==> src/rtl/sdram_wb_pkg.sv <==
package sdram_wb_pkg;
  localparam int BEATS  = 4;
  localparam int STEP_B = 4;

  typedef enum logic [2:0] {
    ST_IDLE, ST_ACT, ST_WR, ST_RWL, ST_PC
  } seq_state_e;

  typedef enum logic [3:0] {
    CMD_DESEL = 4'b1111,
    CMD_ACTV  = 4'b0011,
    CMD_WRIT  = 4'b0100
  } sd_cmd_e;

  function automatic logic [15:0] col_of_beat(input logic [15:0] base, input logic [1:0] beat);
    logic [15:0] aligned;
    aligned = base & 16'hFFF0;
    return aligned + {12'd0, beat, 2'b00};
  endfunction

  function automatic logic [2:0] wait_len(input logic [1:0] sel);
    return {1'b0, sel} + 3'd1;
  endfunction
endpackage

==> src/rtl/sdram_wb_seq.sv <==
module sdram_wb_seq
  import sdram_wb_pkg::*;
#(
  parameter logic [1:0] TPC_SEL = 2'd1
) (
  input  logic        clk,
  input  logic        rst_n,
  input  logic        req,
  input  logic [1:0]  trwl_sel,
  output seq_state_e  state,
  output logic [1:0]  beat,
  output logic        accept,
  output logic        busy,
  output logic        done
);
  logic [1:0] cnt;
  logic [1:0] trwl_q;
  logic       ev_last_write;
  logic       ev_rwl_done;
  logic       ev_pc_done;

  assign accept        = (state == ST_IDLE) && req;
  assign ev_last_write = (state == ST_WR) && (beat == 2'(BEATS - 1));
  assign ev_rwl_done   = (state == ST_RWL) && (cnt == 2'd0);
  assign ev_pc_done    = (state == ST_PC) && (cnt == 2'd0);
  assign busy          = (state != ST_IDLE);
  assign done          = ev_pc_done;

  always_ff @(posedge clk) begin
    if (!rst_n) begin
      state  <= ST_IDLE;
      beat   <= 2'd0;
      cnt    <= 2'd0;
      trwl_q <= 2'd0;
    end else begin
      unique case (state)
        ST_IDLE: if (accept) begin
          state  <= ST_ACT;
          trwl_q <= trwl_sel;
        end
        ST_ACT: begin
          state <= ST_WR;
          beat  <= 2'd0;
        end
        ST_WR: if (ev_last_write) begin
          state <= ST_RWL;
          cnt   <= trwl_q;
        end else begin
          beat <= beat + 2'd1;
        end
        ST_RWL: if (ev_rwl_done) begin
          state <= ST_PC;
          cnt   <= TPC_SEL;
        end else begin
          cnt <= cnt - 2'd1;
        end
        ST_PC: if (ev_pc_done) begin
          state <= ST_IDLE;
        end else begin
          cnt <= cnt - 2'd1;
        end
        default: state <= ST_IDLE;
      endcase
    end
  end

  assert_accept_to_act_R2: assert property (@(posedge clk) disable iff (!rst_n)
    accept |=> (state == ST_ACT));
  assert_last_write_to_wait_R6: assert property (@(posedge clk) disable iff (!rst_n)
    ev_last_write |=> (state == ST_RWL));
  assert_done_releases_R7: assert property (@(posedge clk) disable iff (!rst_n)
    done |=> !busy);
  assert_busy_ignores_req_R8: assert property (@(posedge clk) disable iff (!rst_n)
    (busy && state != ST_PC) |=> busy);
endmodule

==> src/rtl/sdram_wb_pins.sv <==
module sdram_wb_pins
  import sdram_wb_pkg::*;
#(
  parameter int ROW_W  = 13,
  parameter int BANK_W = 2,
  parameter int COL_W  = 10,
  parameter int ADDR_W = 13,
  parameter int AP_BIT = 10,
  parameter int DATA_W = 32,
  localparam int LINE_W = BEATS * DATA_W
) (
  input  logic              clk,
  input  logic              rst_n,
  input  seq_state_e        state,
  input  logic [1:0]        beat,
  input  logic              accept,
  input  logic [ROW_W-1:0]  row,
  input  logic [BANK_W-1:0] bank,
  input  logic [COL_W-1:0]  col,
  input  logic [LINE_W-1:0] line,
  output logic [3:0]        cmd,
  output logic [ADDR_W-1:0] addr,
  output logic [BANK_W-1:0] ba,
  output logic [DATA_W/8-1:0] dqm,
  output logic [DATA_W-1:0] dq,
  output logic              dq_oe
);
  logic [ROW_W-1:0]  row_q;
  logic [BANK_W-1:0] bank_q;
  logic [COL_W-1:0]  col_q;
  logic [DATA_W-1:0] word_q [BEATS];
  logic [15:0]       col_now;
  logic              is_write;

  always_ff @(posedge clk) begin
    if (!rst_n) begin
      row_q  <= '0;
      bank_q <= '0;
      col_q  <= '0;
    end else if (accept) begin
      row_q  <= row;
      bank_q <= bank;
      col_q  <= col;
    end
  end

  for (genvar g = 0; g < BEATS; g++) begin : g_word
    always_ff @(posedge clk) begin
      if (!rst_n)      word_q[g] <= '0;
      else if (accept) word_q[g] <= line[g*DATA_W +: DATA_W];
    end
  end

  assign col_now  = col_of_beat(16'(col_q), beat);
  assign is_write = (state == ST_WR);

  always_comb begin
    cmd   = CMD_DESEL;
    addr  = '0;
    ba    = '0;
    dq    = '0;
    dq_oe = 1'b0;
    dqm   = '1;
    unique case (state)
      ST_ACT: begin
        cmd  = CMD_ACTV;
        addr = ADDR_W'(row_q);
        ba   = bank_q;
      end
      ST_WR: begin
        cmd               = CMD_WRIT;
        addr[COL_W-1:0]   = col_now[COL_W-1:0];
        addr[AP_BIT]      = (beat == 2'(BEATS - 1));
        ba                = bank_q;
        dq                = word_q[beat];
        dq_oe             = 1'b1;
        dqm               = '0;
      end
      default: ;
    endcase
  end

  assert_act_then_write_R3: assert property (@(posedge clk) disable iff (!rst_n)
    (cmd == CMD_ACTV) |=> (cmd == CMD_WRIT && !addr[AP_BIT]));
  assert_col_step_R4: assert property (@(posedge clk) disable iff (!rst_n)
    (cmd == CMD_WRIT && !addr[AP_BIT]) |=>
      (cmd == CMD_WRIT && addr[COL_W-1:0] == $past(addr[COL_W-1:0]) + COL_W'(STEP_B)));
  assert_mask_open_R5: assert property (@(posedge clk) disable iff (!rst_n)
    dq_oe |-> (dqm == '0 && cmd == CMD_WRIT));
  assert_bank_held_R9: assert property (@(posedge clk) disable iff (!rst_n)
    (cmd == CMD_WRIT) |-> (ba == $past(ba)));
  always_comb begin
    if (rst_n && !is_write && state != ST_ACT)
      assert_idle_desel_R1: assert (cmd == CMD_DESEL && !dq_oe);
  end
endmodule

==> src/rtl/sdram_wb_burst.sv <==
module sdram_wb_burst
  import sdram_wb_pkg::*;
#(
  parameter int ROW_W  = 13,
  parameter int BANK_W = 2,
  parameter int COL_W  = 10,
  parameter int ADDR_W = 13,
  parameter int AP_BIT = 10,
  parameter int DATA_W = 32,
  parameter logic [1:0] TPC_SEL = 2'd1,
  localparam int LINE_W = BEATS * DATA_W
) (
  input  logic                clk,
  input  logic                rst_n,
  input  logic                wb_req,
  input  logic [ROW_W-1:0]    wb_row,
  input  logic [BANK_W-1:0]   wb_bank,
  input  logic [COL_W-1:0]    wb_col,
  input  logic [LINE_W-1:0]   wb_data,
  input  logic [1:0]          cfg_trwl,
  output logic                sd_cs_n,
  output logic                sd_ras_n,
  output logic                sd_cas_n,
  output logic                sd_we_n,
  output logic [ADDR_W-1:0]   sd_addr,
  output logic [BANK_W-1:0]   sd_ba,
  output logic [DATA_W/8-1:0] sd_dqm,
  output logic [DATA_W-1:0]   sd_dq_out,
  output logic                sd_dq_oe,
  output logic                busy,
  output logic                done
);
  seq_state_e state;
  logic [1:0] beat;
  logic       accept;
  logic [3:0] cmd;

  sdram_wb_seq #(.TPC_SEL(TPC_SEL)) seq_i (
    .clk(clk), .rst_n(rst_n), .req(wb_req), .trwl_sel(cfg_trwl),
    .state(state), .beat(beat), .accept(accept), .busy(busy), .done(done)
  );

  sdram_wb_pins #(
    .ROW_W(ROW_W), .BANK_W(BANK_W), .COL_W(COL_W), .ADDR_W(ADDR_W),
    .AP_BIT(AP_BIT), .DATA_W(DATA_W)
  ) pins_i (
    .clk(clk), .rst_n(rst_n), .state(state), .beat(beat), .accept(accept),
    .row(wb_row), .bank(wb_bank), .col(wb_col), .line(wb_data),
    .cmd(cmd), .addr(sd_addr), .ba(sd_ba), .dqm(sd_dqm),
    .dq(sd_dq_out), .dq_oe(sd_dq_oe)
  );

  assign {sd_cs_n, sd_ras_n, sd_cas_n, sd_we_n} = cmd;

  assert_busy_covers_cmd_R2: assert property (@(posedge clk) disable iff (!rst_n)
    !sd_cs_n |-> busy);
  assert_done_in_wait_R6: assert property (@(posedge clk) disable iff (!rst_n)
    done |-> (busy && sd_cs_n && !sd_dq_oe));
endmodule

==> config.mk <==
export PLATFORM = sky130hd
export DESIGN_NAME = sdram_wb_burst
export DESIGN_NICKNAME = d
export VERILOG_FILES = /design/src/rtl/sdram_wb_pkg.sv /design/src/rtl/sdram_wb_seq.sv /design/src/rtl/sdram_wb_pins.sv /design/src/rtl/sdram_wb_burst.sv
export SDC_FILE = /design/constraint.sdc
export NUM_CORES = 1
export LEC_CHECK = 0
export BUFFER_PORTS_ARGS = -buffer_cell sky130_fd_sc_hd__buf_2
export CORE_ASPECT_RATIO = 1.2
export CORE_UTILIZATION = 29
export DETAILED_ROUTE_END_ITERATION = 6
export GPL_ROUTABILITY_DRIVEN = 0
export RECOVER_POWER = 50
export SLEW_MARGIN = 20
export SYNTH_ARGS = -nofsm -noshare
export SYNTH_HDL_FRONTEND = slang
export SYNTH_SLANG_ARGS = --single-unit
export TNS_END_PERCENT = 50
==> constraint.sdc <==
create_clock -name clk -period 3.8 [get_ports clk]
set_clock_uncertainty 0.1 [all_clocks]
set_input_delay 0.19 -clock clk [delete_from_list [all_inputs] [get_ports clk]]
set_output_delay 0.19 -clock clk [all_outputs]
set_load 0.05 [all_outputs]
==> reports/results.md, run 1 <==
| Quantity | Reported | Unit |
| --- | --- | --- |
| Run status | completed | - |
| Origin of the critical flop-to-flop path | seq_i.state[1]$_SDFFE_PN0P_ | - |
| Normalized max-slew margin | 20.12 | % |
| Setup repair after global routing missed its margin | false | - |
| TritonCTS Sinks | 160 | - |
| Worst ir drop on vdd | 0.0002298 | V |
| Horizontal extent of the die | 144.6 | µm |
| Num CTS Buffers | 17 | - |
| Top fanout value on the critical path | 24 | - |
| Summed negative setup slack over all endpoints | 0 | ps |
| Core footprint | 0.02397 | mm² |
| Leakage component of the power | 4.264 | nW |
| CP delay by family, top | simple AND/OR/NAND/NOR gates | - |
| CTS tree | done | - |
| Layout overhead on the synthesized area | 48.28 | % |
| Aggregate global routing overflow | 0 | - |
| GRT Overall Usage | 14.17 | % |
| Cell breakdown of the critical path | or3b_1 -> buf_4 -> nor2b_1 -> buf_2 | - |
| Critical Path End Type | primary output | - |
| Number of vias per cell | 4.350 | - |
| Placement Rows | 62 | - |
| Critical path arrival | 2660 | ps |
| Source of the worst hold timing path | wb_req | - |
| CTS root buf | sky130_fd_sc_hd__clkbuf_16 | - |
| Initial antenna violation count | 3 | - |
| DIE AREA | 0.02502 | mm² |
| Sequential share of the synthesized area | 63.41 | % |
| Total DRC errors in the routed layout | 0 | - |
| Highest routing layer actually used | met4 | - |
| Number of storage elements in the synthesis netlist | 160 | - |
| Number of primary I/O pins | 216 | - |
| Total routed wire length on the met1 layer | 7282 | µm |
| Buffers on Ports | 211 | - |
| Worst path max stage delay | 760 | ps |
| Count of H-tree levels built during CTS | 4 | - |
| Worst endpoint required time | 3510 | ps |
| Vias in the first global route | 5317 | - |
| Vias after detailed routing | 5081 | - |
| Count of buffering cells on the critical path with inverters included | 2 | - |
| Final-report max-slew violation count | 0 | - |
| Routed wire length | 17220 | µm |
| Reported max-cap violation count | 0 | - |
| Min Clock Period, post-route | 2951 | ps |
| Initial Util | 29.50 | % |
| Post-synthesis average cell area | 14.70 | µm² |
| Fmax | 338.9 | MHz |
| Area of the mapped netlist | 0.007072 | mm² |
| Die Span Y | 173.1 | µm |
| Post-route clock period utilization | 77.65 | % |
| Yosys warning total | 0 | - |
| WHS Endpoint | seq_i.state[0]$_SDFFE_PN0P_ | - |
| Distinct cell type count after synthesis | 40 | - |
| Critical setup path kind | reg -> out | - |
| Worst hold path type | in -> reg | - |
| Wire length of the first global-routing pass | 26880 | µm |
| First-pass iteration count of the detailed router | 4 | - |
| Cell depth of the worst min-delay path | 4 | - |
| Net count reported at finish | 992 | - |
| Met2 layer wire length in the routed design | 8924 | µm |
| Number of buffers on the longest clock path | 2 | - |
| DRT antenna net count | 0 | - |
| Share of post-route cells with drive strength above 1 | 33.25 | % |
| Tot Pwr | 0.004554 | W |
| Number of nets in the synthesized netlist | 641 | - |
| Final-report setup violation count | 0 | - |
| Worst reg2reg endpoint | pins_i.word_q[0][18]$_SDFFCE_PN0P_ | - |
| Final Hold Slack | 219.7 | ps |
| Power density relative to cell area | 434.3 | mW/mm² |
| Wire length per cell | 14.74 | µm |
| Count of final hold-check violations | 0 | - |
| Worst R2R Setup Slack | 910 | ps |
| Clk_lat worst skew | 410 | ps |
| Slew at the pin with the worst max-slew slack | 1198 | ps |
| Register-to-Register Path Depth | 4 | - |
| Initial detailed-routing violation count | 200 | - |
| Clock-pin slew on the worst setup and hold paths | 70 | ps |
| Met3 layer wire length in the routed design | 718 | µm |
| Final HPWL DP | 10710 | µm |
| Kind of launch point of the worst setup path | flip-flop | - |
| Number of resized instances in the post-cts repair step | 0 | - |
| Cell count after synthesis | 481 | - |
| CP max-delay cell | sky130_fd_sc_hd__or3b_1 | - |
| Largest net degree at the start of global routing | 78 | - |
==> placed cells by master, fill, tap and decap left out, drive strengths merged, types with 2 or more instances in the layout <==
| cell type | netlist | final |
|---|---|---|
| nand2 | 5 | 5 |
| a21oi | 2 | 2 |
| clkbuf | 16 | 26 |
| mux4 | 32 | 32 |
| a211oi | 2 | 2 |
| o31ai | 2 | 2 |
| clkinvlp | 0 | 5 |
| a22o | 32 | 32 |
| and3 | 3 | 3 |
| nor2 | 5 | 5 |
| nand2b | 3 | 3 |
| o21ai | 3 | 3 |
| ha | 2 | 2 |
| diode | 0 | 3 |
| dfxtp | 32 | 32 |
| buf | 22 | 211 |
| inv | 8 | 12 |
| or3b | 3 | 3 |
| clkinv | 0 | 3 |
| edfxtp | 128 | 128 |
| nor2b | 33 | 33 |
| a21boi | 2 | 2 |
| and2 | 136 | 136 |
| nor3 | 2 | 2 |
| dlygate4sd3 | 0 | 152 |
==> cells in the mapped netlist <==
cell | n | area share [%]
sky130_fd_sc_hd__and3_1 | 2 | 0.18
sky130_fd_sc_hd__o21ai_0 | 2 | 0.14
sky130_fd_sc_hd__buf_1 | 2 | 0.11
sky130_fd_sc_hd__xnor2_1 | 1 | 0.12
sky130_fd_sc_hd__o31ai_1 | 2 | 0.21
sky130_fd_sc_hd__o211ai_1 | 1 | 0.11
sky130_fd_sc_hd__nor3b_1 | 1 | 0.11
sky130_fd_sc_hd__o21ai_2 | 1 | 0.12
sky130_fd_sc_hd__a222oi_1 | 1 | 0.14
sky130_fd_sc_hd__clkbuf_2 | 1 | 0.071
sky130_fd_sc_hd__or3b_1 | 1 | 0.12
sky130_fd_sc_hd__and3_2 | 1 | 0.11
sky130_fd_sc_hd__edfxtp_1 | 128 | 54
sky130_fd_sc_hd__buf_4 | 6 | 0.64
sky130_fd_sc_hd__mux2i_1 | 1 | 0.14
sky130_fd_sc_hd__inv_1 | 6 | 0.32
sky130_fd_sc_hd__a211oi_1 | 2 | 0.21
sky130_fd_sc_hd__nor2_1 | 4 | 0.21
sky130_fd_sc_hd__nor2_2 | 1 | 0.089
sky130_fd_sc_hd__dfxtp_1 | 32 | 9.1
sky130_fd_sc_hd__o22ai_1 | 1 | 0.089
sky130_fd_sc_hd__or3b_2 | 1 | 0.12
sky130_fd_sc_hd__nand2b_1 | 3 | 0.27
sky130_fd_sc_hd__inv_2 | 2 | 0.11
sky130_fd_sc_hd__o32ai_4 | 1 | 0.39
sky130_fd_sc_hd__mux4_2 | 32 | 10
sky130_fd_sc_hd__nand2_1 | 5 | 0.27
sky130_fd_sc_hd__and2_1 | 136 | 12
sky130_fd_sc_hd__a21boi_1 | 1 | 0.11
sky130_fd_sc_hd__nor2b_1 | 33 | 2.9
sky130_fd_sc_hd__buf_6 | 2 | 0.32
sky130_fd_sc_hd__nor3_1 | 2 | 0.14
sky130_fd_sc_hd__a311oi_1 | 1 | 0.12
sky130_fd_sc_hd__ha_1 | 2 | 0.35
sky130_fd_sc_hd__or3b_4 | 1 | 0.16
sky130_fd_sc_hd__a21oi_1 | 2 | 0.14
sky130_fd_sc_hd__a22o_1 | 32 | 4.0
sky130_fd_sc_hd__clkbuf_1 | 15 | 0.80
sky130_fd_sc_hd__buf_2 | 12 | 0.85
sky130_fd_sc_hd__a21boi_0 | 1 | 0.11
==> logic make-up (layout without fill, tap and decap cells) <==
family / count (synthesis) / count (layout) / synth area share (%)
buffers and inverters: 46 / 410 / 3.202
DFF: 160 / 160 / 63.41
adders and majority gates: 2 / 2 / 0.3538
and+or+nand+nor: 191 / 191 / 16.72
muxes: 33 / 33 / 10.33
xor gates and xnor gates: 1 / 1 / 0.1239
other: 0 / 3 / 0
AOI/OAI and AO/OA: 48 / 48 / 5.857
==> worst max path at each step <==
stage                                            from                            endpoint  slack, ps  depth (start not counted)
after floorplan           seq_i.state[1]$_SDFFE_PN0P_   pins_i.word_q[0][0]$_SDFFCE_PN0P_        180                          4
after global routing      seq_i.state[1]$_SDFFE_PN0P_  pins_i.word_q[3][29]$_SDFFCE_PN0P_        620                          4
after detailed placement  seq_i.state[1]$_SDFFE_PN0P_  pins_i.word_q[1][17]$_SDFFCE_PN0P_       1170                          4
after global placement    seq_i.state[1]$_SDFFE_PN0P_  pins_i.word_q[3][19]$_SDFFCE_PN0P_       1220                          4
after CTS                 seq_i.state[1]$_SDFFE_PN0P_                       sd_dq_out[12]        840                          4
final                     seq_i.state[1]$_SDFFE_PN0P_                       sd_dq_out[12]        850                          4
==> registers in the layout, summed over array words and instances, names as in the netlist, named ones only <==
register / flops
seq_i.beat: 2
pins_i.row_q: 13
pins_i.col_q: 6
seq_i.cnt: 2
seq_i.trwl_q: 2
pins_i.bank_q: 2
seq_i.state: 3
pins_i.word_q: 128
==> timing repair <==
action,CTS,global route
endpoints found under the hold margin,154,0
buffers inserted,0,0
hold buffers,152,0
==> metal layers <==
metal | track usage, % | vias up
met5 | 0 | -
met4 | 4.956 | 0
met3 | 3.268 | 17
met2 | 25.10 | 134
met1 | 16.47 | 2479
li1 | - | 2451
==> power breakdown <==
part / switching, W / internal [W]
Clock: 0.000721 / 0.000915
Sequential: 0.0000680 / 0.00209
Combinational: 0.000392 / 0.000364
Total: 0.00118 / 0.00337
==> through the flow <==
stage	cell area, µm²	std cells	setup WS [ps]	utilization, %
finish	10490	1168	849.2	43.75
global route	10490	1168	623.8	43.75
CTS	10520	1165	839.9	43.88
detailed placement	8437	981	1167	35.20
global placement	8437	981	1220	35.20
floorplan	7076	481	181.1	-
==> final cells by class <==
| class | instances | area, µm² |
|---|---|---|
| fillers | 2148 | 13480 |
| repair buffers | 370 | 2659 |
| flip-flops and latches | 160 | 4487 |
| inverters | 8 | 33.78 |
| clock buffers | 19 | 432.9 |
| clock inverters | 13 | 127.6 |
| diodes | 3 | 7.507 |
| well taps | 320 | 400.4 |
| multi-input cells | 275 | 2338 |
==> worst reg2reg max path, cell delays in order, from the launching register on <==
cell and delay, ps:
sky130_fd_sc_hd__dfxtp_1 620, sky130_fd_sc_hd__nor3_1 140, sky130_fd_sc_hd__a21boi_0 470, sky130_fd_sc_hd__clkinvlp_4 780
sky130_fd_sc_hd__buf_12 450
Note: power is estimated with default switching activity, not from simulation.
==> inputs of run 2 (changes only) <==
==> constraint.sdc (replaced) <==
create_clock -name clk -period 2.9 [get_ports clk]
set_clock_uncertainty 0.1 [all_clocks]
set_input_delay 0.145 -clock clk [delete_from_list [all_inputs] [get_ports clk]]
set_output_delay 0.145 -clock clk [all_outputs]
set_load 0.05 [all_outputs]
==> run 2 against run 1 <==
Compared with the run above: clock power rose by 27%; count of clock-buffer cells in the layout did not move; non-clock buffer count is 3 higher; worst setup slack got worse by 550 ps; design area up 0.37%; sequential power increased by 31%; core utilization rose by 0.16 points; hold slack worse by 48 ps; sequential share of layout area is 0.075 points lower; critical endpoint is now sd_dq_out[25]; critical path depth unchanged; register-to-register slack got worse by 540 ps.
==> reports/results.md, run 2 (synthesized netlist as in run 1, its figures left out) <==
| Quantity | Reported | Unit | Change |
| --- | --- | --- | --- |
| Run status | completed | - |  |
| Register with the most flip-flops | pins_i.word_q | - |  |
| Initial detailed-routing violation count | 192 | - | -4.0% |
| DIE AREA | 0.02502 | mm² | unchanged |
| Minimum setup slack in the final design | 299.7 | ps | -549.5 ps |
| Aggregate global routing overflow | 0 | - | unchanged |
| Count of H-tree levels built during CTS | 4 | - | unchanged |
| CTS tree | done | - |  |
| Wire length of the first global-routing pass | 26950 | µm | +0.28% |
| Register-to-Register Path Depth | 4 | - | unchanged |
| Post-Place Worst Slack | 689.7 | ps | -477.6 ps |
| Final Core Density | 43.91 | % | +0.16 points |
| Horizontal extent of the die | 144.6 | µm | unchanged |
| Origin of the critical flop-to-flop path | seq_i.state[2]$_SDFFE_PN0P_ | - |  |
| Min Clock Period, post-route | 2600 | ps |  |
| Buffers on Ports | 211 | - | unchanged |
| Power share of the sequential group | 47.6 | % | about the same |
| Clk_lat worst skew | 410 | ps | about the same |
| CP max-delay cell | sky130_fd_sc_hd__or3b_2 | - |  |
| Leakage component of the power | 4.285 | nW | +0.48% |
| Tot Pwr | 0.005930 | W | +30% |
| Slew at the pin with the worst max-slew slack | 1037 | ps | -160.9 ps |
| Net count reported at finish | 995 | - | +0.30% |
| Power dissipated by switching net loads | 0.001565 | W | +33% |
| Critical setup path kind | reg -> out | - |  |
| Die Span Y | 173.1 | µm | unchanged |
| Power density relative to cell area | 563.4 | mW/mm² | +30% |
| Count of buffering cells on the critical path with inverters included | 2 | - | unchanged |
| Wire length per cell | 14.86 | µm | +0.79% |
| First-pass iteration count of the detailed router | 4 | - | unchanged |
| Max FFs per register | 128 | - | unchanged |
| GRT Overall Usage | 14.38 | % | +0.22 points |
| Registers with the most flip-flops | pins_i.word_q: 128 flops, pins_i.row_q: 13 flops, pins_i.col_q: 6 flops | - |  |
| CTS root buf | sky130_fd_sc_hd__clkbuf_16 | - |  |
| Setup repair after global routing missed its margin | false | - |  |
| Final-report max-slew violation count | 0 | - | unchanged |
| Number of vias per cell | 4.334 | - | -0.36% |
| Most common library cell in the layout ignoring fill and taps | sky130_fd_sc_hd__buf_2 | - |  |
| Vias after detailed routing | 5067 | - | -0.28% |
| Count of final hold-check violations | 0 | - | unchanged |
| Worst R2R Setup Slack | 370 | ps | -540 ps |
| Core footprint | 0.02397 | mm² | unchanged |
| Portion of total power attributed to the clock network | 35.2 | % | -0.7 points |
| Cell depth of the worst min-delay path | 4 | - | unchanged |
| Final-report setup violation count | 0 | - | unchanged |
| CP delay by family, top | simple AND/OR/NAND/NOR gates | - |  |
| Total DRC errors in the routed layout | 0 | - | unchanged |
| Reported max-cap violation count | 0 | - | unchanged |
| Fraction of power consumed by combinational cells | 17.1 | % | +0.5 points |
| DRT antenna net count | 0 | - | unchanged |
| Clock-pin slew on the worst setup and hold paths | 70 | ps | about the same |
| Worst ir drop on vdd | 0.0003718 | V | +62% |
| TritonCTS Sinks | 160 | - | unchanged |
| Number of primary I/O pins | 216 | - | unchanged |
| Internal portion of total power | 0.004365 | W | +29% |
| Layout overhead on the synthesized area | 48.83 | % |  |
| Critical Path End Type | primary output | - |  |
| Worst path max stage delay | 710 | ps | -50 ps |
| Fmax | 384.6 | MHz |  |
| Source of the worst hold timing path | wb_req | - |  |
| Initial antenna violation count | 1 | - | -2 |
| Num CTS Buffers | 17 | - | unchanged |
| Normalized max-slew margin | 30.85 | % | +11 points |
| Kind of launch point of the worst setup path | flip-flop | - |  |
| Setup fix buffers added after clock tree synthesis | 0 | - | unchanged |
| Placed cell area | 0.008504 | mm² | +0.80% |
| Vias in the first global route | 5214 | - | -1.9% |
| Worst endpoint required time | 2650 | ps | -860 ps |
| WHS Endpoint | seq_i.state[0]$_SDFFE_PN0P_ | - |  |
| Number of buffers on the longest clock path | 2 | - | unchanged |
| Final HPWL DP | 10770 | µm | +0.54% |
| Largest net degree at the start of global routing | 62 | - | -21% |
| Leading cell types in the layout, fill and taps excluded | sky130_fd_sc_hd__buf_2 (204), sky130_fd_sc_hd__dlygate4sd3_1 (152), sky130_fd_sc_hd__edfxtp_1 (128) | - |  |
| Cell breakdown of the critical path | or3b_2 -> buf_4 -> nor2b_1 -> buf_2 | - |  |
| Worst hold path type | in -> reg | - |  |
| Initial Util | 29.50 | % | unchanged |
| Final Hold Slack | 171.5 | ps | -48.18 ps |
| Post-route clock period utilization | 89.67 | % |  |
| Post-route cell area | 0.01053 | mm² | +0.37% |
| Top fanout value on the critical path | 25 | - | +4.2% |
| Routed wire length | 17370 | µm | +0.88% |
| Switching Fraction | 26.39 | % | +0.46 points |
| Critical path arrival | 2360 | ps | -300 ps |
| Share of post-route cells with drive strength above 1 | 34.55 | % | +1.3 points |
| Placement Rows | 62 | - | unchanged |
| Worst reg2reg endpoint | pins_i.word_q[1][17]$_SDFFCE_PN0P_ | - |  |
-- run 2: power groups by stage --
stage / Combinational (W) / Sequential (W) / Clock, W
2_1_floorplan: 0.000630 / 0.00285 / 0
3_3_place_gp: 0.000874 / 0.00287 / 0
3_5_place_dp: 0.000880 / 0.00288 / 0
4_1_cts: 0.00104 / 0.00283 / 0.00217
5_1_grt: 0.00110 / 0.00285 / 0.00227
6_report: 0.00102 / 0.00282 / 0.00209
-- run 2: timing repair --
item,4_1_cts,5_1_grt
gates resized for setup,0,0
hold endpoints to repair,160,0
hold buffers,152,0
-- run 2: metal layers --
metal | routed length, µm | up-vias | GRT usage (%) | part of all wire, %
met5 | 0 | - | 0 | 0
met4 | 248 | 0 | 4.649 | 1.4
met2 | 8960 | 144 | 24.82 | 52
met1 | 7440 | 2448 | 17.29 | 43
met3 | 716 | 14 | 3.600 | 4.1
li1 | - | 2461 | - | -
-- run 2: stage by stage --
stage,setup TNS [ps],std cells
after CTS,0,1168
after floorplan,-38680,481
final,0,1169
after global placement,0,984
after global routing,0,1169
after detailed placement,0,984
-- run 2: layout make-up --
class / count / area [µm²]
Inverter: 8 / 33.78
Antenna cell: 1 / 2.502
Clock buffer: 19 / 444.2
Clock inverter: 13 / 97.59
Timing Repair Buffer: 373 / 2681
Multi-Input combinational cell: 275 / 2370
Fill cell: 2180 / 13450
Tap cell: 320 / 400.4
Sequential cell: 160 / 4496
-- run 2: how the worst max path moves through the flow --
stage / start / end / slack (ps) / cells after the start
after floorplan: seq_i.state[1]$_SDFFE_PN0P_ / pins_i.word_q[0][0]$_SDFFCE_PN0P_ / -300 / 4
after global placement: seq_i.state[2]$_SDFFE_PN0P_ / pins_i.word_q[0][18]$_SDFFCE_PN0P_ / 690 / 4
after detailed placement: seq_i.state[2]$_SDFFE_PN0P_ / pins_i.word_q[0][18]$_SDFFCE_PN0P_ / 690 / 4
after CTS: seq_i.state[1]$_SDFFE_PN0P_ / sd_dq_out[25] / 240 / 4
after global routing: seq_i.state[2]$_SDFFE_PN0P_ / pins_i.word_q[1][17]$_SDFFCE_PN0P_ / 90 / 4
final: seq_i.state[1]$_SDFFE_PN0P_ / sd_dq_out[25] / 300 / 4
-- run 2: tightest hold or removal path, delay by kind of cell --
family,cells,cell delay (ps)
AOI/OAI and AO/OA,2,260
buffers and inverters,1,100
and+or+nand+nor,1,130
